===== src/rtl/xbar_cfg_pkg.sv =====
package xbar_cfg_pkg;

  // Bit index of the enable for destination idx within the shift register.
  // The oldest bit sits at index frame_w-1 and holds the clamp flag.
  function automatic int unsigned en_index(input int unsigned idx,
                                           input int unsigned n_dest,
                                           input int unsigned field_w,
                                           input int unsigned frame_w);
    return frame_w - 2 - (n_dest - 1 - idx) * field_w;
  endfunction

  function automatic int unsigned ceil_div(input int unsigned a,
                                           input int unsigned b);
    return (a + b - 1) / b;
  endfunction

endpackage


===== src/rtl/xbar_rst_sync.sv =====
module xbar_rst_sync #(
  parameter int unsigned STAGES = 2
) (
  input  logic clk,
  input  logic arst_n,
  output logic rst_n_o
);

  logic [STAGES-1:0] sync_q;
  logic [STAGES-1:0] sync_d;

  always_comb begin
    sync_d = {sync_q[STAGES-2:0], 1'b1};
  end

  always_ff @(posedge clk or negedge arst_n) begin
    if (!arst_n) sync_q <= '0;
    else         sync_q <= sync_d;
  end

  assign rst_n_o = sync_q[STAGES-1];

endmodule


===== src/rtl/xbar_shift_reg.sv =====
module xbar_shift_reg #(
  parameter int unsigned WIDTH = 193
) (
  input  logic             clk,
  input  logic             rst_n,
  input  logic             shift_en,
  input  logic             sin,
  output logic [WIDTH-1:0] sr_next,
  output logic [WIDTH-1:0] sr_q,
  output logic             sout
);

  always_comb begin
    if (shift_en) sr_next = {sr_q[WIDTH-2:0], sin};
    else          sr_next = sr_q;
  end

  always_ff @(posedge clk or negedge rst_n) begin
    if (!rst_n)        sr_q <= '0;
    else if (shift_en) sr_q <= sr_next;
  end

  assign sout = sr_q[WIDTH-1];

endmodule


===== src/rtl/xbar_field_latch.sv =====
module xbar_field_latch #(
  parameter int unsigned SEL_W = 5
) (
  input  logic             clk,
  input  logic             rst_n,
  input  logic             load,
  input  logic             en_i,
  input  logic [SEL_W-1:0] sel_i,
  output logic             en_o,
  output logic [SEL_W-1:0] sel_o
);

  logic             en_q, en_d;
  logic [SEL_W-1:0] sel_q, sel_d;

  always_comb begin
    en_d  = en_q;
    sel_d = sel_q;
    if (load) begin
      en_d  = en_i;
      sel_d = sel_i;
    end
  end

  always_ff @(posedge clk or negedge rst_n) begin
    if (!rst_n) begin
      en_q  <= 1'b0;
      sel_q <= '0;
    end else begin
      en_q  <= en_d;
      sel_q <= sel_d;
    end
  end

  assign en_o  = en_q;
  assign sel_o = en_q ? sel_q : '0;

endmodule


===== src/rtl/xbar_pad_detect.sv =====
module xbar_pad_detect #(
  parameter int unsigned PAD_W   = 96,
  parameter int unsigned CHUNK_W = 16
) (
  input  logic [PAD_W-1:0] pad_i,
  output logic             hit_o
);

  localparam int unsigned NCHUNK = xbar_cfg_pkg::ceil_div(PAD_W, CHUNK_W);
  localparam int unsigned EXT_W  = NCHUNK * CHUNK_W;

  logic [EXT_W-1:0]  pad_ext;
  logic [NCHUNK-1:0] chunk_hit;

  assign pad_ext = EXT_W'(pad_i);

  for (genvar c = 0; c < NCHUNK; c++) begin : g_chunk
    assign chunk_hit[c] = |pad_ext[c*CHUNK_W +: CHUNK_W];
  end

  assign hit_o = |chunk_hit;

endmodule


===== src/rtl/xbar_cfg_port.sv =====
module xbar_cfg_port #(
  parameter int unsigned N_DEST  = 16,
  parameter int unsigned SEL_W   = 5,
  parameter int unsigned PAD_W   = 96,
  parameter int unsigned CHUNK_W = 16
) (
  input  logic                    clk,
  input  logic                    rst_n,
  input  logic                    cs_n,
  input  logic                    sdi,
  input  logic                    upd_n,
  output logic                    sdo,
  output logic [N_DEST-1:0]       route_en,
  output logic [N_DEST*SEL_W-1:0] route_sel,
  output logic                    clamp_en,
  output logic                    test_mode
);

  localparam int unsigned FIELD_W = SEL_W + 1;
  localparam int unsigned FRAME_W = 1 + N_DEST * FIELD_W + PAD_W;

  logic               rst_n_s;
  logic               shift_en;
  logic               load;
  logic [FRAME_W-1:0] sr_next;
  logic [FRAME_W-1:0] sreg_bits;
  logic               pad_hit;
  logic               clamp_q, clamp_d;
  logic               test_q, test_d;

  xbar_rst_sync #(.STAGES(2)) u_rst_sync (
    .clk     (clk),
    .arst_n  (rst_n),
    .rst_n_o (rst_n_s)
  );

  assign shift_en = ~cs_n;
  assign load     = ~upd_n;

  xbar_shift_reg #(.WIDTH(FRAME_W)) u_sreg (
    .clk      (clk),
    .rst_n    (rst_n_s),
    .shift_en (shift_en),
    .sin      (sdi),
    .sr_next  (sr_next),
    .sr_q     (sreg_bits),
    .sout     (sdo)
  );

  for (genvar k = 0; k < N_DEST; k++) begin : g_dest
    localparam int unsigned EN_IDX =
      xbar_cfg_pkg::en_index(k, N_DEST, FIELD_W, FRAME_W);
    xbar_field_latch #(.SEL_W(SEL_W)) u_field (
      .clk   (clk),
      .rst_n (rst_n_s),
      .load  (load),
      .en_i  (sr_next[EN_IDX]),
      .sel_i (sr_next[EN_IDX-1 -: SEL_W]),
      .en_o  (route_en[k]),
      .sel_o (route_sel[k*SEL_W +: SEL_W])
    );
  end

  xbar_pad_detect #(.PAD_W(PAD_W), .CHUNK_W(CHUNK_W)) u_pad (
    .pad_i (sr_next[PAD_W-1:0]),
    .hit_o (pad_hit)
  );

  always_comb begin
    clamp_d = clamp_q;
    test_d  = test_q;
    if (load) begin
      clamp_d = sr_next[FRAME_W-1];
      test_d  = pad_hit;
    end
  end

  always_ff @(posedge clk or negedge rst_n_s) begin
    if (!rst_n_s) begin
      clamp_q <= 1'b0;
      test_q  <= 1'b0;
    end else begin
      clamp_q <= clamp_d;
      test_q  <= test_d;
    end
  end

  assign clamp_en  = clamp_q;
  assign test_mode = test_q;

endmodule


===== config.mk =====
export PLATFORM = sky130hd
export DESIGN_NAME = xbar_cfg_port
export DESIGN_NICKNAME = d
export VERILOG_FILES = /design/src/rtl/xbar_cfg_pkg.sv /design/src/rtl/xbar_rst_sync.sv /design/src/rtl/xbar_shift_reg.sv /design/src/rtl/xbar_field_latch.sv /design/src/rtl/xbar_pad_detect.sv /design/src/rtl/xbar_cfg_port.sv
export SDC_FILE = /design/constraint.sdc
export NUM_CORES = 1
export LEC_CHECK = 0
export BUFFER_PORTS_ARGS = -buffer_cell sky130_fd_sc_hd__buf_2
export CAP_MARGIN = 20
export CORE_MARGIN = 2
export CORE_UTILIZATION = 53
export CTS_CLUSTER_DIAMETER = 50
export DETAILED_ROUTE_END_ITERATION = 16
export MAX_ROUTING_LAYER = met4
export PLACE_DENSITY = 0.79
export SLEW_MARGIN = 10
export SYNTH_ARGS = -nofsm -noshare
export SYNTH_HDL_FRONTEND = slang
export SYNTH_SLANG_ARGS = --single-unit

===== constraint.sdc =====
create_clock -name clk -period 9.3 [get_ports clk]
set_clock_uncertainty 0.2 [all_clocks]
set_input_delay 0 -clock clk [delete_from_list [all_inputs] [get_ports clk]]
set_output_delay 0 -clock clk [all_outputs]
set_load 0.005 [all_outputs]

==> summary.txt <==
via/cell ratio = 5.29
grt ovf = 0
syn nets = 782
Unique masters post-synth = 30
WP data required = 9.52 ns
run status = finished, final reports clean
reg2reg end = u_sreg.sr_q[192]$_DFFE_PN0N_
syn_area_per_cell = 15.1 sq um
clock sink total = 293
Setup Slack @ Placement = 6.48 ns
Worst Setup Start Kind = primary input
ys async rst share = 100%
first-pass GRT wire length = 34.0 mm
r2r worst-path depth = 2
crit path from = cs_n
number of cells after detailed placement = 1116
vias in the first global route = 6631
worst-path maximum fanout = 76
Post-Syn Instances = 777
initial drt markers = 357
Max-Cap Viols = 0
DR WL/cell = 17.0 um
total track usage = 18.0%
Worst-Skew Late Latency = 0.55 ns
Net count, final = 878
final hold violations = 0
Max clock buf depth = 3
EDFF count, synth = 0
period utilization = 30.7%
ys flop type = dfrtp_1
final setup vio count = 0
register area = 7340 sq um
Final Max Tran Viols = 0
Area Overhead vs Synth = 14.9%
Pre-antenna DRT Iters = 4
die area = 23400 sq um
crit path to = test_mode$_DFFE_PN0N_
Power Density = 211 nW/um^2
warnings from Yosys = 0
most frequent cell after synthesis = dfrtp_1
width of the chip = 153 um
final RePlAce weighted congestion = 0.803
initial antenna violation count = 1
path category of the worst min-delay check = reg2async
RSZ-0062 raised after global routing = no
Initial Utilization = 54.0%
fin cells = 1177
clock transition at the registers of the reported paths = 0.06 ns
PortBufs = 103
fill count = 1652
share of cells above drive strength 1 = 50.8%
CP bufs+invs = 3
kind of cell adding the most delay to the critical path = buffers and inverters
Die Height = 153 um
Root Buffer = clkbuf_16
area of the multi-input gates = 4130 sq um
setup TNS = 0 ns
Post-DRT Antenna Nets = 0
Max Freq = 0.350 GHz
min Tclk post-route = 2.85 ns
Largest stage delay, worst path = 0.79 ns
largest cells by area after synthesis = dfrtp_1, mux2_2, and2_1
share of the synthesized area in the top cell type = 62.5%
FF-to-FF setup slack = 6.68 ns
core area = 21800 sq um
CP max-delay cell = buf_4
Final HPWL DP = 12.5 mm
worst-margin pin slew = 0.976 ns
Worst setup EP type = register
FF+latch count, synth = 293
CTS buffer count = 29
Crit Path Class = in2reg
final WL = 20.1 mm
R2R Path Start = u_rst_sync.sync_q[1]$_DFF_PN0_
top cell type by total area after synthesis = dfrtp_1
# IOs = 104
critical path, cell by cell = dlygate4sd3_1 -> clkbuf_8 -> buf_4 -> nor3b_1 -> o211ai_1 -> nor4_1 -> nand4_1 -> o32a_1
vias = 6230
VDD IR max = 0.154 mV
CTS tree = built
worst path arrival time = 3.08 ns
P_leak = 7.09 nW
Rows = 54
DRC = 0
slew margin rel. = 34.9%
critical path depth = 8
post-synthesis sequential area ratio = 62.5%
largest net degree at the start of global routing = 193
CTS H-tree lvls = 1
commonest cells in the netlist = dfrtp_1, mux2_2, and2_1, buf_2, nor4_1
final worst slack = 6.45 ns
Post-Syn Area = 11700 sq um
-- metal layers --
metal | track usage (%) | vias up | routed length, um
li1 | - | 2923 | -
met1 | 24.4 | 3174 | 9410
met2 | 28.6 | 105 | 9460
met3 | 3.23 | 28 | 818
met4 | 4.19 | 0 | 374
met5 | - | - | 0
-- worst min-delay path by stage --
stage | end
after detailed placement | u_rst_sync.sync_q[0]$_DFF_PN0_
final | g_dest[11].u_field.sel_q[0]$_DFFE_PN0N_
after global placement | u_rst_sync.sync_q[0]$_DFF_PN0_
after CTS | u_sreg.sr_q[162]$_DFFE_PN0N_
after global routing | g_dest[11].u_field.sel_q[1]$_DFFE_PN0N_
after floorplan | u_rst_sync.sync_q[0]$_DFF_PN0_
-- layout make-up --
cell class	count	area share, %
Sequential cell	293	54.4
Antenna cell	1	0.0185
Tap cell	280	2.60
Multi-Input combinational cell	433	30.6
Timing Repair Buffer	114	4.70
Clock buffer	34	5.89
Clock inverter	20	1.72
Inverter	2	0.0742
-- sequential cells by signal, indices dropped and copies added (netlist names) --
register and count:
test_mode 1, g_dest.u_field.en_o 16, clamp_en 1, g_dest.u_field.sel_q 80
u_sreg.sr_q 193, u_rst_sync.sync_q 2
-- per-stage QoR --
stage / total power [W] / hold WS [ns] / util [%] / area [sq um]
2_1_floorplan: 0.00158 / -0.496 / - / 11700
3_3_place_gp: 0.00163 / -0.405 / 57.0 / 12400
3_5_place_dp: 0.00164 / -0.406 / 57.0 / 12400
4_1_cts: 0.00287 / 0.0764 / 62.0 / 13500
5_1_grt: 0.00296 / 0.111 / 62.0 / 13500
6_report: 0.00284 / 0.0646 / 62.0 / 13500
-- power by group --
group / internal [W] / switching (W) / total (W)
registers: 0.00135 / 0.0000645 / 0.00142
logic: 0.000105 / 0.0000966 / 0.000202
clock network: 0.000728 / 0.000496 / 0.00122
total: 0.00218 / 0.000658 / 0.00284
-- cell families after synthesis --
group	synth area share, %
buffers and inverters	2.36
muxes	27.6
other	0.0319
DFF	62.5
and+or+nand+nor	7.04
AOI/OAI and AO/OA	0.490
-- cells in the final DEF (no fill, tap or decap), types with 2 or more instances in the layout --
master / Yosys / routed
clkbuf_8: 0 / 6
a21oi_1: 3 / 3
mux2_2: 288 / 288
dfrtp_1: 293 / 292
or4_4: 2 / 2
nor3_1: 4 / 4
or3_1: 2 / 2
buf_4: 16 / 4
clkinvlp_4: 0 / 2
nor2_1: 7 / 7
nor4_1: 18 / 18
inv_6: 0 / 2
bufinv_16: 0 / 4
or4_1: 6 / 6
nand2_1: 7 / 7
dlygate4sd3_1: 0 / 6
clkinv_2: 0 / 10
clkbuf_16: 0 / 29
and2_1: 80 / 80
buf_2: 20 / 102
nand3_1: 2 / 2
nand4_1: 3 / 3
-- what timing repair did --
action,in CTS,in global routing
gates resized for setup,0,0
hold buffers,6,0
setup buffers,0,0
endpoints found under the hold margin,120,0
Power figures use the tool's default switching activity.
